==> config.mk <==
export PLATFORM = sky130hd
export DESIGN_NAME = pwr_domain_ctrl
export DESIGN_NICKNAME = d
export VERILOG_FILES = /design/src/rtl/pdc_pkg.sv /design/src/rtl/pdc_idle_timer.sv /design/src/rtl/pdc_domain_and.sv /design/src/rtl/pdc_gate_apply.sv /design/src/rtl/pwr_domain_ctrl.sv
export SDC_FILE = /design/constraint.sdc
export NUM_CORES = 1
export LEC_CHECK = 0
export ABC_AREA = 1
export BUFFER_PORTS_ARGS = -buffer_cell sky130_fd_sc_hd__buf_2
export CAP_MARGIN = 15
export CORE_ASPECT_RATIO = 1.1
export CORE_MARGIN = 2
export CORE_UTILIZATION = 40
export CTS_CLUSTER_DIAMETER = 200
export CTS_CLUSTER_SIZE = 14
export DETAILED_ROUTE_END_ITERATION = 6
export GPL_TIMING_DRIVEN = 0
export PLACE_DENSITY = 0.63
export SLEW_MARGIN = 20
export SYNTH_ARGS = -nofsm -noshare
export SYNTH_HDL_FRONTEND = slang
export SYNTH_SLANG_ARGS = --single-unit
==> constraint.sdc <==
create_clock -name clk_i -period 2.2 [get_ports clk_i]
set_input_delay 0.33 -clock clk_i [delete_from_list [all_inputs] [get_ports clk_i]]
set_output_delay 0.33 -clock clk_i [all_outputs]
set_load 0.03 [all_outputs]
==> src/rtl/pdc_pkg.sv <==
package pdc_pkg;
    // 36 bits cover roughly 6.9e10 cycles, above the 4e10 needed
    localparam int CNT_W_DEF = 36;

    function automatic int owner_of(int idx, int n_dom);
        return idx % n_dom;
    endfunction
endpackage

==> src/rtl/pdc_idle_timer.sv <==
module pdc_idle_timer #(
    parameter int CNT_W = pdc_pkg::CNT_W_DEF
) (
    input  logic             clk_i,
    input  logic             rst_ni,
    input  logic             wake_i,
    input  logic             host_sel_i,
    input  logic             host_sleep_i,
    input  logic [CNT_W-1:0] thr_i,
    output logic             req_o
);
    typedef struct packed {
        logic [CNT_W-1:0] cnt;
    } tmr_t;

    tmr_t s_d, s_q;

    always_comb begin
        s_d = s_q;
        if (wake_i) begin
            s_d.cnt = '0;
        end else if (s_q.cnt < thr_i) begin
            s_d.cnt = s_q.cnt + 1'b1;
        end
        if (host_sel_i) begin
            req_o = host_sleep_i;
        end else begin
            req_o = !wake_i && (s_q.cnt >= thr_i);
        end
    end

    always_ff @(posedge clk_i or negedge rst_ni) begin
        if (!rst_ni) begin
            s_q <= '0;
        end else begin
            s_q <= s_d;
        end
    end

    // wake restarts the count
    p_wake_clear_r7: assert property (@(posedge clk_i) disable iff (!rst_ni)
        wake_i |=> (s_q.cnt == '0));

    // below threshold the count advances by one per idle cycle
    p_count_step_r6: assert property (@(posedge clk_i) disable iff (!rst_ni)
        (!wake_i && (s_q.cnt < thr_i)) |=> (s_q.cnt == $past(s_q.cnt) + 1'b1));

    // once asleep the count holds (saturation)
    p_sleep_hold_r6: assert property (@(posedge clk_i) disable iff (!rst_ni)
        (req_o && !host_sel_i && !wake_i) |=> (s_q.cnt == $past(s_q.cnt)));
endmodule

==> src/rtl/pdc_domain_and.sv <==
module pdc_domain_and #(
    parameter int N_REGIONS = 4,
    parameter int N_DOMAINS = 4
) (
    input  logic                                clk_i,
    input  logic                                rst_ni,
    input  logic [N_REGIONS-1:0]                req_i,
    input  logic [N_REGIONS-1:0][N_DOMAINS-1:0] map_i,
    output logic [N_DOMAINS-1:0]                dom_sleep_o
);
    for (genvar d = 0; d < N_DOMAINS; d++) begin : g_dom
        logic [N_REGIONS-1:0] col;
        for (genvar r = 0; r < N_REGIONS; r++) begin : g_col
            assign col[r] = map_i[r][d];
        end
        // unmapped regions do not hold the domain awake
        assign dom_sleep_o[d] = &(req_i | ~col);

        // a domain with no region mapped to it sleeps
        p_empty_sleeps_r2: assert property (@(posedge clk_i) disable iff (!rst_ni)
            (col == '0) |-> dom_sleep_o[d]);
    end

    // all regions asleep means every domain asleep
    p_all_sleep_r2: assert property (@(posedge clk_i) disable iff (!rst_ni)
        (&req_i) |-> (&dom_sleep_o));
endmodule

==> src/rtl/pdc_gate_apply.sv <==
module pdc_gate_apply #(
    parameter int N_DOMAINS  = 4,
    parameter int N_BLOCKS   = 8,
    parameter int N_SWITCHES = 4
) (
    input  logic                  clk_i,
    input  logic                  rst_ni,
    input  logic [N_DOMAINS-1:0]  dom_i,
    input  logic [N_BLOCKS-1:0]   stat_i,
    input  logic [N_SWITCHES-1:0] ovr_i,
    output logic [N_BLOCKS-1:0]   blk_sleep_o,
    output logic [N_SWITCHES-1:0] sw_sleep_o
);
    for (genvar b = 0; b < N_BLOCKS; b++) begin : g_blk
        localparam int OWN = pdc_pkg::owner_of(b, N_DOMAINS);
        assign blk_sleep_o[b] = stat_i[b] | dom_i[OWN];

        // a statically gated block never wakes
        p_static_off_r4: assert property (@(posedge clk_i) disable iff (!rst_ni)
            stat_i[b] |-> blk_sleep_o[b]);
    end

    for (genvar s = 0; s < N_SWITCHES; s++) begin : g_sw
        localparam int OWN = pdc_pkg::owner_of(s, N_DOMAINS);
        assign sw_sleep_o[s] = !ovr_i[s] && dom_i[OWN];

        // an overridden path is always active
        p_override_r5: assert property (@(posedge clk_i) disable iff (!rst_ni)
            ovr_i[s] |-> !sw_sleep_o[s]);
    end
endmodule

==> src/rtl/pwr_domain_ctrl.sv <==
module pwr_domain_ctrl #(
    parameter  int N_REGIONS  = 4,
    parameter  int N_DOMAINS  = 4,
    parameter  int N_BLOCKS   = 8,
    parameter  int N_SWITCHES = 4,
    parameter  int CNT_W      = pdc_pkg::CNT_W_DEF,
    localparam int ADDR_W     = $clog2(2 * N_REGIONS + 3)
) (
    input  logic                  clk_i,
    input  logic                  rst_ni,
    input  logic [N_REGIONS-1:0]  wake_i,
    input  logic [N_REGIONS-1:0]  host_sleep_i,
    input  logic                  cfg_we_i,
    input  logic [ADDR_W-1:0]     cfg_addr_i,
    input  logic [CNT_W-1:0]      cfg_wdata_i,
    output logic [N_DOMAINS-1:0]  dom_sleep_o,
    output logic [N_BLOCKS-1:0]   blk_sleep_o,
    output logic [N_SWITCHES-1:0] sw_sleep_o
);
    localparam int A_THR  = N_REGIONS;
    localparam int A_STAT = 2 * N_REGIONS;
    localparam int A_OVR  = A_STAT + 1;
    localparam int A_SRC  = A_STAT + 2;

    typedef struct packed {
        logic [N_REGIONS-1:0][N_DOMAINS-1:0] map;
        logic [N_REGIONS-1:0][CNT_W-1:0]     thr;
        logic [N_BLOCKS-1:0]                 stat;
        logic [N_SWITCHES-1:0]               ovr;
        logic [N_REGIONS-1:0]                src;
    } cfg_t;

    cfg_t c_d, c_q;
    logic [N_REGIONS-1:0] req;

    always_comb begin
        int a;
        a   = int'(cfg_addr_i);
        c_d = c_q;
        if (cfg_we_i) begin
            for (int r = 0; r < N_REGIONS; r++) begin
                if (a == r)         c_d.map[r] = cfg_wdata_i[N_DOMAINS-1:0];
                if (a == A_THR + r) c_d.thr[r] = cfg_wdata_i;
            end
            if (a == A_STAT) c_d.stat = cfg_wdata_i[N_BLOCKS-1:0];
            if (a == A_OVR)  c_d.ovr  = cfg_wdata_i[N_SWITCHES-1:0];
            if (a == A_SRC)  c_d.src  = cfg_wdata_i[N_REGIONS-1:0];
        end
    end

    always_ff @(posedge clk_i or negedge rst_ni) begin
        if (!rst_ni) begin
            c_q      <= '0;
            c_q.map  <= '1;
            c_q.thr  <= '1;
        end else begin
            c_q <= c_d;
        end
    end

    for (genvar r = 0; r < N_REGIONS; r++) begin : g_tmr
        pdc_idle_timer #(.CNT_W(CNT_W)) u_tmr (
            .clk_i        (clk_i),
            .rst_ni       (rst_ni),
            .wake_i       (wake_i[r]),
            .host_sel_i   (c_q.src[r]),
            .host_sleep_i (host_sleep_i[r]),
            .thr_i        (c_q.thr[r]),
            .req_o        (req[r])
        );
    end

    pdc_domain_and #(.N_REGIONS(N_REGIONS), .N_DOMAINS(N_DOMAINS)) u_and (
        .clk_i       (clk_i),
        .rst_ni      (rst_ni),
        .req_i       (req),
        .map_i       (c_q.map),
        .dom_sleep_o (dom_sleep_o)
    );

    pdc_gate_apply #(.N_DOMAINS(N_DOMAINS), .N_BLOCKS(N_BLOCKS),
                     .N_SWITCHES(N_SWITCHES)) u_gate (
        .clk_i       (clk_i),
        .rst_ni      (rst_ni),
        .dom_i       (dom_sleep_o),
        .stat_i      (c_q.stat),
        .ovr_i       (c_q.ovr),
        .blk_sleep_o (blk_sleep_o),
        .sw_sleep_o  (sw_sleep_o)
    );

    // writes outside the map leave the configuration untouched
    p_cfg_ignore_r9: assert property (@(posedge clk_i) disable iff (!rst_ni)
        (cfg_we_i && (int'(cfg_addr_i) > A_SRC)) |=> (c_q == $past(c_q)));

    // a static-bit write lands on the next edge
    p_cfg_stat_r9: assert property (@(posedge clk_i) disable iff (!rst_ni)
        (cfg_we_i && (int'(cfg_addr_i) == A_STAT))
        |=> (c_q.stat == $past(cfg_wdata_i[N_BLOCKS-1:0])));
endmodule

==> impl_metrics.json <==
{
  "status": "finished with violations",
  "violations": "negative setup slack",
  "htreeDepth": 1,
  "reg2reg_to": "g_tmr[1].u_tmr.s_q[18]$_DFFE_PN0P_",
  "fin_skew_ns": 0.0214,
  "num_antenna_cells": 0,
  "critPathBufInv": 2,
  "synthesis.nets": 2701,
  "drtIter0Drc": 1232,
  "area_delta_synth_final_pct": 27.9,
  "io_buffers": 62,
  "drt-total-wl_um": 60400,
  "synth_edf_count": 0,
  "path_class": "reg2out",
  "utilization_pct": 51.9,
  "setup_viol": 147,
  "crit_path_max_incr_delay_ns": 0.53,
  "timing.final.ws_setup_ns": -0.999,
  "wl_per_cell_um": 18.3,
  "grt_pass1_wl_um": 93600,
  "ant_nets": 0,
  "dp_hpwl_um": 42900,
  "r2r_cells": 16,
  "use_met3_pct": 2.75,
  "synth-seq-cells": 320,
  "synth_area_leaders": "dfstp_2, dfrtp_1, nand2_1",
  "rows": 84,
  "ys.flop_type": "dfstp_2",
  "fin_crit_sh_pct": 145,
  "hold_path_end": "c_q[8]$_DFFE_PN0P_",
  "cp-start-kind": "register",
  "overflow": 0,
  "critPathSlowestCell": "dfstp_2",
  "die_height_um": 235,
  "vias": 17600,
  "power_density_mw_per_mm2": 654,
  "drv_slew": 0,
  "worst_pin_slew_ns": 1.08,
  "synth_area_mm2": 0.0194,
  "hold_path_class": "in2reg",
  "antenna_found_initial": 1,
  "grt_pass1_vias": 17400,
  "die_w_um": 214,
  "rsz0062_at_grt": "true",
  "drc": 0,
  "cp.arrival_ns": 2.87,
  "rr_startpoint": "c_q[87]$_DFFE_PN1P_",
  "clockBufferDepth": 3,
  "grtUsageTotal_pct": 23.2,
  "relSlewSlack_pct": 27.9,
  "design.die.area_mm2": 0.0504,
  "critPathTopFamily": "simple AND/OR/NAND/NOR gates",
  "grt_use_met2_pct": 39.2,
  "ir_worst_vdd_mv": 0.651,
  "crit_required_ns": 1.87,
  "synth_top_area_share_pct": 21.6,
  "fin_crit_ns": 3.20,
  "synth_cell_types": 50,
  "drive_above_1_share_pct": 30.2,
  "place.gp.congestion": 0.912,
  "clkSinkCount": 320,
  "hold_viol": 0,
  "cts_buffers": 26,
  "path_cells": "inv_2, ha_4, nand2_4, nor2_4, nand2_4, nor2_4, nand3_2, nand2_2, nor2_4, nand3_4, nand2_8, nand3_4, nand2_8, nor3_4, buf_6",
  "fmax_mhz": 313,
  "p_leak_nw": 10.2,
  "place_ws_ns": -0.718,
  "met1_usage_pct": 31.5,
  "io_pins": 67,
  "cts_tree": "yes",
  "syn_inst": 2502,
  "initial_core_util_pct": 40.6,
  "seq_area_frac_synth_pct": 42.2,
  "holdPathStages": 3,
  "path_max_fanout": 4,
  "clk_pin_slew_ns": 0.07,
  "crit_top_cell": "nor2_4",
  "syn_area_per_cell_um2": 7.77,
  "insertion_delay_ns": 0.58,
  "firstDrtPassIters": 6,
  "grt_max_degree": 94,
  "yosysTopAreaCell": "dfstp_2",
  "cts_root_buf": "clkbuf_16",
  "min_from": "cfg_wdata_i[0]",
  "cp-end-kind": "primary output",
  "ys.warnings.count": 0,
  "top_usage_layer": "met2",
  "nNetsFinal": 2841,
  "r2r_slack_ns": -0.29,
  "viasPerCell": 5.33,
  "core_mm2": 0.0479,
  "async_flop_share_pct": 100,
  "max_cap_viol_count": 0
}
-- Yosys cell counts, types with 4 or more instances --
master and number:
xor2_1 39, o21ai_0 237, a21o_1 6, nand2_4 5
inv_1 324, o21bai_1 13, nor3_2 14, nand4_1 34
o21ai_1 6, buf_6 5, o31ai_1 29, o21a_1 14
nor2_1 238, nand3_2 4, ha_1 148, nand2_2 6
dfstp_2 160, dfrtp_1 160, nand2_1 622, a21oi_1 117
xnor2_1 8, nand3_1 97, nor3_1 82, clkbuf_1 39
buf_2 10, mux2_2 4, nor3b_1 4, nor2_4 6
inv_2 8, a31oi_1 7, nor4_1 15, nor2_2 11
a21boi_0 4
-- placed cells by master, fill, tap and decap left out, types with 24 or more instances in the layout --
master     instances
o21ai_0          197
ha_4              83
nor2_1           192
nor3_1            67
nand2_2           59
nand3_1           61
ha_1              65
nand4_1           34
nand2_1          531
buf_6             28
buf_4             29
clkbuf_16         28
o21ai_1           28
nand2_4           24
dfrtp_1          158
buf_2             52
xor2_1            39
inv_1            242
clkbuf_1          57
a21oi_1           97
dfstp_2          160
nor2_4            36
inv_2             85
nor2_2            27
-- kinds of logic (layout without fill, tap and decap cells) --
family / after synthesis / in the layout / synth area share [%]
flip-flops: 320 / 320 / 42.2
multiplexers: 4 / 4 / 0.232
adder cells (fa/ha/maj): 148 / 148 / 9.53
AO/OA/AOI/OAI: 436 / 436 / 12.2
AND/OR/NAND/NOR: 1155 / 1155 / 25.8
buffers and inverters: 392 / 551 / 7.89
XOR/XNOR: 47 / 47 / 2.12
-- worst max path at each step --
stage	cells past startpoint	slack [ns]	startpoint	end
after floorplan	14	-0.17	c_q[71]$_DFFE_PN1P_	sw_sleep_o[0]
after global routing	16	-1.12	c_q[83]$_DFFE_PN1P_	dom_sleep_o[1]
after CTS	15	-0.96	c_q[159]$_DFFE_PN1P_	sw_sleep_o[1]
after detailed placement	15	-0.72	c_q[87]$_DFFE_PN1P_	sw_sleep_o[2]
final	15	-1.0	c_q[87]$_DFFE_PN1P_	sw_sleep_o[2]
after global placement	1	-5.30	rst_ni	g_tmr[1].u_tmr.s_q[35]$_DFFE_PN0P_
-- per-layer routing --
| layer | wire, um | vias up |
|---|---|---|
| met4 | 1360 | 0 |
| met5 | 0 | - |
| met3 | 3410 | 96 |
| met1 | 26900 | 8565 |
| li1 | - | 8458 |
| met2 | 28700 | 509 |
-- state kept, by name, summed over array words and instances (netlist names) --
signal	cells
c_q	176
g_tmr.u_tmr.s_q	144
-- where the power goes --
part / total, mW / leakage [nW] / switching, mW / internal (mW)
Sequential: 7.53 / 3.87 / 0.381 / 7.15
Clock: 4.61 / 0.362 / 2.29 / 2.32
Combinational: 4.11 / 5.93 / 2.50 / 1.61
Total: 16.2 / 10.2 / 5.17 / 11.1
-- repair_timing --
| action | 4_1_cts | 5_1_grt |
|---|---|---|
| pin swaps | 117 | 91 |
| endpoints found under the setup margin | 148 | 160 |
| gates resized for setup | 277 | 272 |
| hold buffers | 1 | 0 |
| buffers inserted | 16 | 27 |
| endpoints found under the hold margin | 55 | 0 |
| cloned | 3 | 1 |
-- metrics by stage --
step	hold slack [ns]	area, um^2	TNS [ns]	instances	power (mW)
global route	0.0564	24900	-48.61	3306	17.1
detailed placement	0.318	21300	-27.60	3212	10.7
floorplan	0.0344	20100	-1.74	2502	9.70
finish	0.0459	24900	-31.26	3306	16.2
global placement	0.468	21200	-1386.73	3209	10.5
CTS	0.0242	23400	-30.29	3279	15.9
-- worst reg2reg max path, cell delays in order (launching register included) --
cell	delay, ns
dfstp_2	0.53
inv_2	0.04
ha_4	0.27
nand2_4	0.05
nor2_4	0.14
nand2_4	0.09
nor2_4	0.16
nand3_2	0.10
nand2_2	0.08
nor2_4	0.05
buf_4	0.14
nand2_4	0.16
inv_2	0.07
buf_8	0.14
nand4_1	0.10
xor2_1	0.16
nor2_1	0.06
-- layout make-up --
class | instances | area [um^2]
Fill cell | 4507 | 23100
Tap cell | 645 | 807
Timing Repair Buffer | 112 | 1010
Sequential cell | 320 | 8210
Buffer | 57 | 342
Clock buffer | 47 | 761
Inverter | 335 | 1290
Multi-Input combinational cell | 1790 | 12400
(Power assumes the default switching activity.)
